--- config.mk ---
export PLATFORM = sky130hd
export DESIGN_NAME = keyed_reset_gen
export DESIGN_NICKNAME = d
export VERILOG_FILES = /design/src/rtl/wdr_pkg.sv /design/src/rtl/wdr_key_seq.sv /design/src/rtl/wdr_timeout.sv /design/src/rtl/wdr_stretch.sv /design/src/rtl/keyed_reset_gen.sv
export SDC_FILE = /design/constraint.sdc
export NUM_CORES = 1
export LEC_CHECK = 0
export BUFFER_PORTS_ARGS = -buffer_cell sky130_fd_sc_hd__buf_2
export CORE_MARGIN = 3
export CORE_UTILIZATION = 45
export DETAILED_ROUTE_END_ITERATION = 12
export PLACE_DENSITY_LB_ADDON = 0.15
export SKIP_LAST_GASP = 1
export SLEW_MARGIN = 15
export SYNTH_ARGS = -nofsm -noshare
export SYNTH_HDL_FRONTEND = slang
export SYNTH_SLANG_ARGS = --single-unit
--- constraint.sdc ---
create_clock -name clk -period 2.7 [get_ports clk]
set_input_delay 0.27 -clock clk [delete_from_list [all_inputs] [get_ports clk]]
set_output_delay 0.27 -clock clk [all_outputs]
set_load 0.005 [all_outputs]
--- src/rtl/wdr_pkg.sv ---
package wdr_pkg;

    localparam int DATA_W    = 8;
    localparam int ADDR_W    = 2;
    localparam int SEL_W     = 3;
    localparam int PULSE_LEN = 16;

    localparam logic [ADDR_W-1:0] CTRL_ADDR = 2'd0;
    localparam logic [ADDR_W-1:0] KEY_ADDR  = 2'd1;

    // control write: a zero in these bits clears the matching flag
    localparam int CLR_WDT_BIT = 7;
    localparam int CLR_SW_BIT  = 6;

    typedef struct packed {
        logic [DATA_W-1:0] first;
        logic [DATA_W-1:0] second;
    } key_pair_t;

    localparam int N_KEYS      = 2;
    localparam int KEY_RESTART = 0;
    localparam int KEY_SOFT    = 1;

    localparam key_pair_t KEY_TABLE [N_KEYS] = '{
        '{first: 8'h1E, second: 8'hE1},
        '{first: 8'h5A, second: 8'hA5}
    };

    typedef struct packed {
        logic wdt;
        logic sw;
    } cause_t;

    // last count value before expiry for a given exponent offset
    function automatic logic [31:0] expiry_value(int unsigned base,
                                                 logic [SEL_W-1:0] sel);
        return (32'd1 << (base + 32'(sel))) - 32'd1;
    endfunction

endpackage

--- src/rtl/wdr_key_seq.sv ---
module wdr_key_seq
    import wdr_pkg::*;
#(
    parameter logic [DATA_W-1:0] FIRST  = 8'h00,
    parameter logic [DATA_W-1:0] SECOND = 8'h00
) (
    input  logic              clk,
    input  logic              rst,
    input  logic              wr_hit,
    input  logic [DATA_W-1:0] wr_data,
    output logic              fire
);

    typedef enum logic {
        SEQ_IDLE  = 1'b0,
        SEQ_ARMED = 1'b1
    } seq_t;

    seq_t state, state_n;

    always_comb begin
        state_n = state;
        fire    = 1'b0;
        if (wr_hit) begin
            if (state == SEQ_ARMED) begin
                // any byte after the first ends the attempt
                state_n = SEQ_IDLE;
                fire    = (wr_data == SECOND);
            end else if (wr_data == FIRST) begin
                state_n = SEQ_ARMED;
            end
        end
    end

    always_ff @(posedge clk) begin
        if (rst) state <= SEQ_IDLE;
        else     state <= state_n;
    end

endmodule

--- src/rtl/wdr_timeout.sv ---
module wdr_timeout
    import wdr_pkg::*;
#(
    parameter int BASE_EXP = 14
) (
    input  logic             clk,
    input  logic             rst,
    input  logic             run,
    input  logic             restart,
    input  logic [SEL_W-1:0] sel,
    output logic             expire
);

    localparam int MAX_EXP = BASE_EXP + (1 << SEL_W) - 1;
    localparam int CNT_W   = MAX_EXP + 1;

    logic [CNT_W-1:0] count;
    logic [31:0]      limit;
    logic             at_limit;

    always_comb begin
        limit    = expiry_value(BASE_EXP, sel);
        at_limit = (32'(count) == limit);
        // a restart on the expiry edge takes priority
        expire   = run && at_limit && !restart;
    end

    always_ff @(posedge clk) begin
        if (rst || !run || restart || at_limit)
            count <= '0;
        else
            count <= count + 1'b1;
    end

endmodule

--- src/rtl/wdr_stretch.sv ---
module wdr_stretch
    import wdr_pkg::*;
#(
    parameter int LEN = PULSE_LEN
) (
    input  logic clk,
    input  logic rst,
    input  logic trigger,
    output logic active
);

    localparam int PW = $clog2(LEN + 1);

    logic [PW-1:0] remain;

    always_ff @(posedge clk) begin
        if (rst)
            remain <= '0;
        else if (trigger)
            remain <= PW'(LEN);
        else if (remain != '0)
            remain <= remain - 1'b1;
    end

    assign active = (remain != '0);

endmodule

--- src/rtl/keyed_reset_gen.sv ---
module keyed_reset_gen
    import wdr_pkg::*;
#(
    parameter int BASE_EXP = 14
) (
    input  logic              clk,
    input  logic              rst,
    input  logic              wdt_en,
    input  logic [SEL_W-1:0]  period_sel,
    input  logic              wr_en,
    input  logic [ADDR_W-1:0] wr_addr,
    input  logic [DATA_W-1:0] wr_data,
    output logic              rst_out,
    output logic              flag_wdt,
    output logic              flag_sw
);

    logic [N_KEYS-1:0] key_fire;
    logic              key_hit;
    logic              ctrl_hit;
    logic              pulse_active;
    logic              expire;
    logic              run;
    logic              trigger;
    cause_t            cause;

    assign key_hit  = wr_en && (wr_addr == KEY_ADDR);
    assign ctrl_hit = wr_en && (wr_addr == CTRL_ADDR);

    for (genvar k = 0; k < N_KEYS; k++) begin : g_key
        wdr_key_seq #(
            .FIRST (KEY_TABLE[k].first),
            .SECOND(KEY_TABLE[k].second)
        ) u_seq (
            .clk    (clk),
            .rst    (rst),
            .wr_hit (key_hit),
            .wr_data(wr_data),
            .fire   (key_fire[k])
        );
    end

    assign run = wdt_en && !pulse_active;

    wdr_timeout #(
        .BASE_EXP(BASE_EXP)
    ) u_timeout (
        .clk    (clk),
        .rst    (rst),
        .run    (run),
        .restart(key_fire[KEY_RESTART]),
        .sel    (period_sel),
        .expire (expire)
    );

    assign trigger = expire || key_fire[KEY_SOFT];

    wdr_stretch #(
        .LEN(PULSE_LEN)
    ) u_stretch (
        .clk    (clk),
        .rst    (rst),
        .trigger(trigger),
        .active (pulse_active)
    );

    always_ff @(posedge clk) begin
        if (rst) begin
            cause <= '0;
        end else begin
            if (expire)
                cause.wdt <= 1'b1;
            else if (ctrl_hit && !wr_data[CLR_WDT_BIT])
                cause.wdt <= 1'b0;
            if (key_fire[KEY_SOFT])
                cause.sw <= 1'b1;
            else if (ctrl_hit && !wr_data[CLR_SW_BIT])
                cause.sw <= 1'b0;
        end
    end

    assign rst_out  = pulse_active;
    assign flag_wdt = cause.wdt;
    assign flag_sw  = cause.sw;

endmodule

## After elaboration in Yosys (flattened, before gate mapping)

Cells that the tools add are included.

| storage, ports and cells | value |
|---|---|
| output and inout port bits | 3 |
| word-level logic and storage cells | 54 |
| bits in registers | 31 |

| cells by class | value |
|---|---|
| equality and inequality tests | 6 |
| shifts and indexed selects | 1 |
| add/subtract/negate cells | 4 |
| reductions and logical operators | 22 |
| mux-type cells | 14 |

Operators by type and width:

| cell | count |
|---|---|
| $eq 22x32->1 | 1 |
| $shl 1x32->32 const A | 1 |
| $sub 32x1->32 const B | 1 |
| $add 22x1->22 const B | 1 |
| $eq 8x8->1 const B | 2 |
| $mux 1 | 12 |
| $mux 5 | 2 |
| $eq 8x5->1 const B | 1 |
| $eq 8x7->1 const B | 1 |
| $logic_and 1x1->1 | 7 |
| $reduce_bool 2->1 | 3 |
| $add 4x3->5 const A | 1 |
| $logic_not 1->1 | 5 |
| $reduce_bool 5->1 | 1 |
| $sub 5x1->5 const B | 1 |
| $logic_or 1x1->1 | 4 |
| $eq 2x1->1 const B | 1 |
| $logic_not 2->1 | 1 |
| $reduce_or 2->1 | 1 |

## Logic depth before layout (Yosys ltp)

| depth | value |
|---|---|
| depth after elaboration | 8 |
| depth in mapped cells | 11 |

## Modules after synthesis

Synthesis repeated with hierarchy kept, for this count alone.

| unflattened totals | value |
|---|---|
| cells, all modules | 200 |
| area, all modules | 1,790.5 µm² |

By module, submodules not included:

| module | cells an instance | instances | area an instance (µm²) |
|---|---|---|---|
| wdr_timeout | 143 | 1 | 1,278.7 |
| wdr_stretch | 24 | 1 | 222.7 |
| wdr_key_seq at g_key[1].u_seq | 10 | 1 | 101.3 |
| keyed_reset_gen | 12 | 1 | 100.1 |
| wdr_key_seq at g_key[0].u_seq | 11 | 1 | 87.6 |

## Least setup slack after synthesis

OpenSTA, ideal clock, no wires.

| timing | value |
|---|---|
| path type | input -> register |
| start | in period_sel[1] |
| end | reg u_timeout.count[13] |
| stages on the path | 10 |
| slack | 0.437 ns |
| buffers on the path | 2 |
| library setup time | 0.115 ns |
| arrival time | 2.149 ns |
| required time | 2.585 ns |
| path through | buf_2 > inv_1 > ha_1 > or3_1 > a21o_1 > nor4b_2 > nand4_1 > nand2b_1 > buf_4 > nor2_1 |

| between the ends | value |
|---|---|
| longest elaborated chain between the ends | 5 |

RTL lines:

| element | line | RTL |
|---|---|---|
| start, declared | keyed_reset_gen.sv:9 | `input logic [SEL_W-1:0] period_sel,` |
| $add 4x3->5 | wdr_pkg.sv:37 | `return (32'd1 << (base + 32'(sel))) - 32'd1;` |
| $shl 1x32->32 | wdr_pkg.sv:37 |  |
| $sub 32x1->32 | wdr_pkg.sv:37 |  |
| $eq 22x32->1 | wdr_timeout.sv:23 | `at_limit = (32'(count) == limit);` |
| $logic_or 1x1->1 | wdr_timeout.sv:29 | `if (rst \|\| !run \|\| restart \|\| at_limit)` |
| end signal, assigned | wdr_timeout.sv:32 | `count <= count + 1'b1;` |
| end, declared | wdr_timeout.sv:17 | `logic [CNT_W-1:0] count;` |

Every way passes these cells.
A chain may end at the register's enable or synchronous reset.

## Worst setup path after layout

| timing | value |
|---|---|
| start | in period_sel[1] |
| end | reg u_timeout.count[20] |

The elaborated chain is that of the path after synthesis.

==> qor.csv <==
metric,value,unit
status,completed,
synth_fa_ha_area_frac,0.0573,
slowest_stage,ha_1,
finalCritPeriodShare,0.814,
internal_power,0.000888,W
vias,1425,
syn_to_final_growth,14.0,%
start_kind,input port,
ys_types,43,
cts_resized,0,
drv_slew,0,
synth.area.top_cells,"dfxtp_1, xor2_1, nor2_1",
hp-class,input port to register,
power_switching,0.000374,W
synth-async-reset-ratio,0,
grtUsageTotal,0.167,
cp_max_fo,14,
final_antenna_net_count,0,
drc_errors,0,
sw_frac_of_total,0.297,
setup_viol,0,
tightest_slew,534,ps
die_width,68.3,um
dp.final_hpwl,2.58,mm
synthesis.nets,229,
critPathCaptureType,register,
synth_compound_area_frac,0.0558,
grt_pass1_wl,5.80,mm
firstDrtPassIters,4,
synth.avg_cell_area,8.57,um2
cts.sinks,31,
ir_drop,0.000346,V
yosys_warnings,0,
netlist_instances,204,
grt_setup_unrepaired,false,
yosysSeqAreaShare,0.355,
grt_pass1_vias,1339,
cap_viol_max_count,0,
worstPathCellList,buf_2 > inv_1 > ha_1 > or3_1 > a21o_1 > nor4b_2 > nand4_1 > nand2b_1 > buf_4 > nor2_1,
cts_buffers,5,
start_util,0.470,
synth_mux_area_frac,0.0115,
fin_cells,275,
synth_top_family_by_area,simple AND/OR/NAND/NOR gates,
cts_setup_buffers,0,
multi_input_area,1070,um2
synth_ff_type,dfxtp_1,
timing.setup.tns,0,ps
cts_buffer_depth,2,
comb_power_share,0.267,
dieArea,4670,um2
synth_top_area_share,0.355,
clkPwrFrac,0.309,
p_seq_frac,0.424,
rows,22,
clkLatencyLatePin,280,ps
fin_skew,2.98,ps
drive_gt1_frac,0.145,
drtIter0Drc,38,
path_clk_slew,60,ps
wire_per_inst,12.2,um
synth_area,1750,um2
place_congestion,0.770,
path_class,input port to register,
ys_ff_latch,31,
slew-limit-headroom,0.641,
critPathRequiredTime,2870,ps
regArea,621,um2
die_y,68.3,um
coreArea,3720,um2
synth_simple_gate_area_frac,0.341,
dp.cells,267,
wl,3.36,mm
synth_xor_area_frac,0.145,
via_per_inst,5.18,
critPathMaxStageDelay,380,ps
grt_max_degree,15,
hold_viol_final,0,
cts_tree,built,
overflow,0,
portBuffers,19,
fin_nets,251,
p_leak,0.763,nW
fillers,369,
fin_crit,2200,ps
root_buffer,clkbuf_8,
arrival,2370,ps
diodes,0,
p_per_area,633,nW/um2
cts_max_level,2,
yosys.area.top_type,dfxtp_1,
antenna_found_initial,0,
fmax,455,MHz
synth_edf_count,0,
hold_buffers,0,
pin_count,20,
[final timing paths]
path | startpoint | end | slack (ps) | cells past startpoint
worst max-delay path | period_sel[1] | u_timeout.count[20] | 500 | 10
worst max register to register | u_stretch.remain[0] | u_timeout.count[20] | 690 | 8
worst min-delay path | rst | u_stretch.remain[4] | 240 | 2
worst min register to register | u_timeout.count[0] | u_timeout.count[0] | 440 | 1
[state kept, by name, indices dropped and copies added, names as in the netlist]
name               flops
flag_wdt               1
g_key.u_seq.state      2
u_stretch.remain       5
flag_sw                1
u_timeout.count       22
[worst max-delay path, delay by kind of cell]
family | cells | cell delay (ps)
buf+inv | 3 | 490
simple gates | 5 | 1000
compound gates | 1 | 220
fa+ha+maj | 1 | 380
[power by group through the flow]
| stage | registers (W) | clock network, W | logic [W] |
|---|---|---|---|
| finish | 0.000535 | 0.000390 | 0.000337 |
| global route | 0.000542 | 0.000435 | 0.000388 |
| CTS | 0.000535 | 0.000409 | 0.000344 |
| detailed placement | 0.000545 | 0 | 0.000339 |
| global placement | 0.000542 | 0 | 0.000333 |
| floorplan | 0.000537 | 0 | 0.000254 |
[synth_stat cells, drive strengths merged (2+ instances only)]
| library cell | number |
|---|---|
| a211oi | 3 |
| a21o | 2 |
| a21oi | 4 |
| and2 | 2 |
| and3 | 6 |
| and4 | 3 |
| buf | 3 |
| clkbuf | 4 |
| dfxtp | 31 |
| ha | 8 |
| inv | 7 |
| mux2i | 2 |
| nand2 | 9 |
| nand3 | 9 |
| nand3b | 3 |
| nand4 | 6 |
| nor2 | 32 |
| nor2b | 4 |
| nor3 | 9 |
| nor4 | 3 |
| nor4b | 6 |
| or2 | 3 |
| or3 | 2 |
| or3b | 3 |
| xnor2 | 10 |
| xor2 | 19 |
[layer usage]
metal  vias to the layer above  GRT usage  share of wire
li1                        751          -              -
met1                       656      0.204           0.48
met2                        13      0.267           0.47
met3                         5     0.0542          0.032
met4                         0     0.0744          0.019
met5                         -          0              0
[stage by stage]
step	instance area (um2)	hold WS (ps)	setup slack, ps	utilization	power [W]
final	1990	244	503	0.536	0.00126
after detailed placement	1890	440	227	0.509	0.000884
after CTS	1990	229	541	0.536	0.00129
after global routing	1990	248	309	0.536	0.00136
after floorplan	1750	339	437	-	0.000791
after global placement	1890	422	314	0.509	0.000875
[cells in the final DEF (no fill, tap or decap), types with 8 or more instances in the layout]
cell type  instances
ha_1               8
nand2_1            9
xor2_1            19
dfxtp_1           31
nor2_1            32
nor3_1             9
xnor2_1           10
buf_2             19
nand3_1            9
[area by class of cell]
type                            instances  share of cell area
Clock buffer                            8              0.0502
Inverter                                7              0.0132
Multi-Input combinational cell        159               0.536
Sequential cell                        31               0.311
Tap cell                               48              0.0301
Timing Repair Buffer                   22              0.0590
[cells by family after synthesis]
logic type	Yosys count
xor+xnor	29
compound gates	14
flops	31
fa+ha+maj	8
buf+inv	14
mux	2
simple gates	106
No activity file was read; power rests on OpenSTA's default activity.
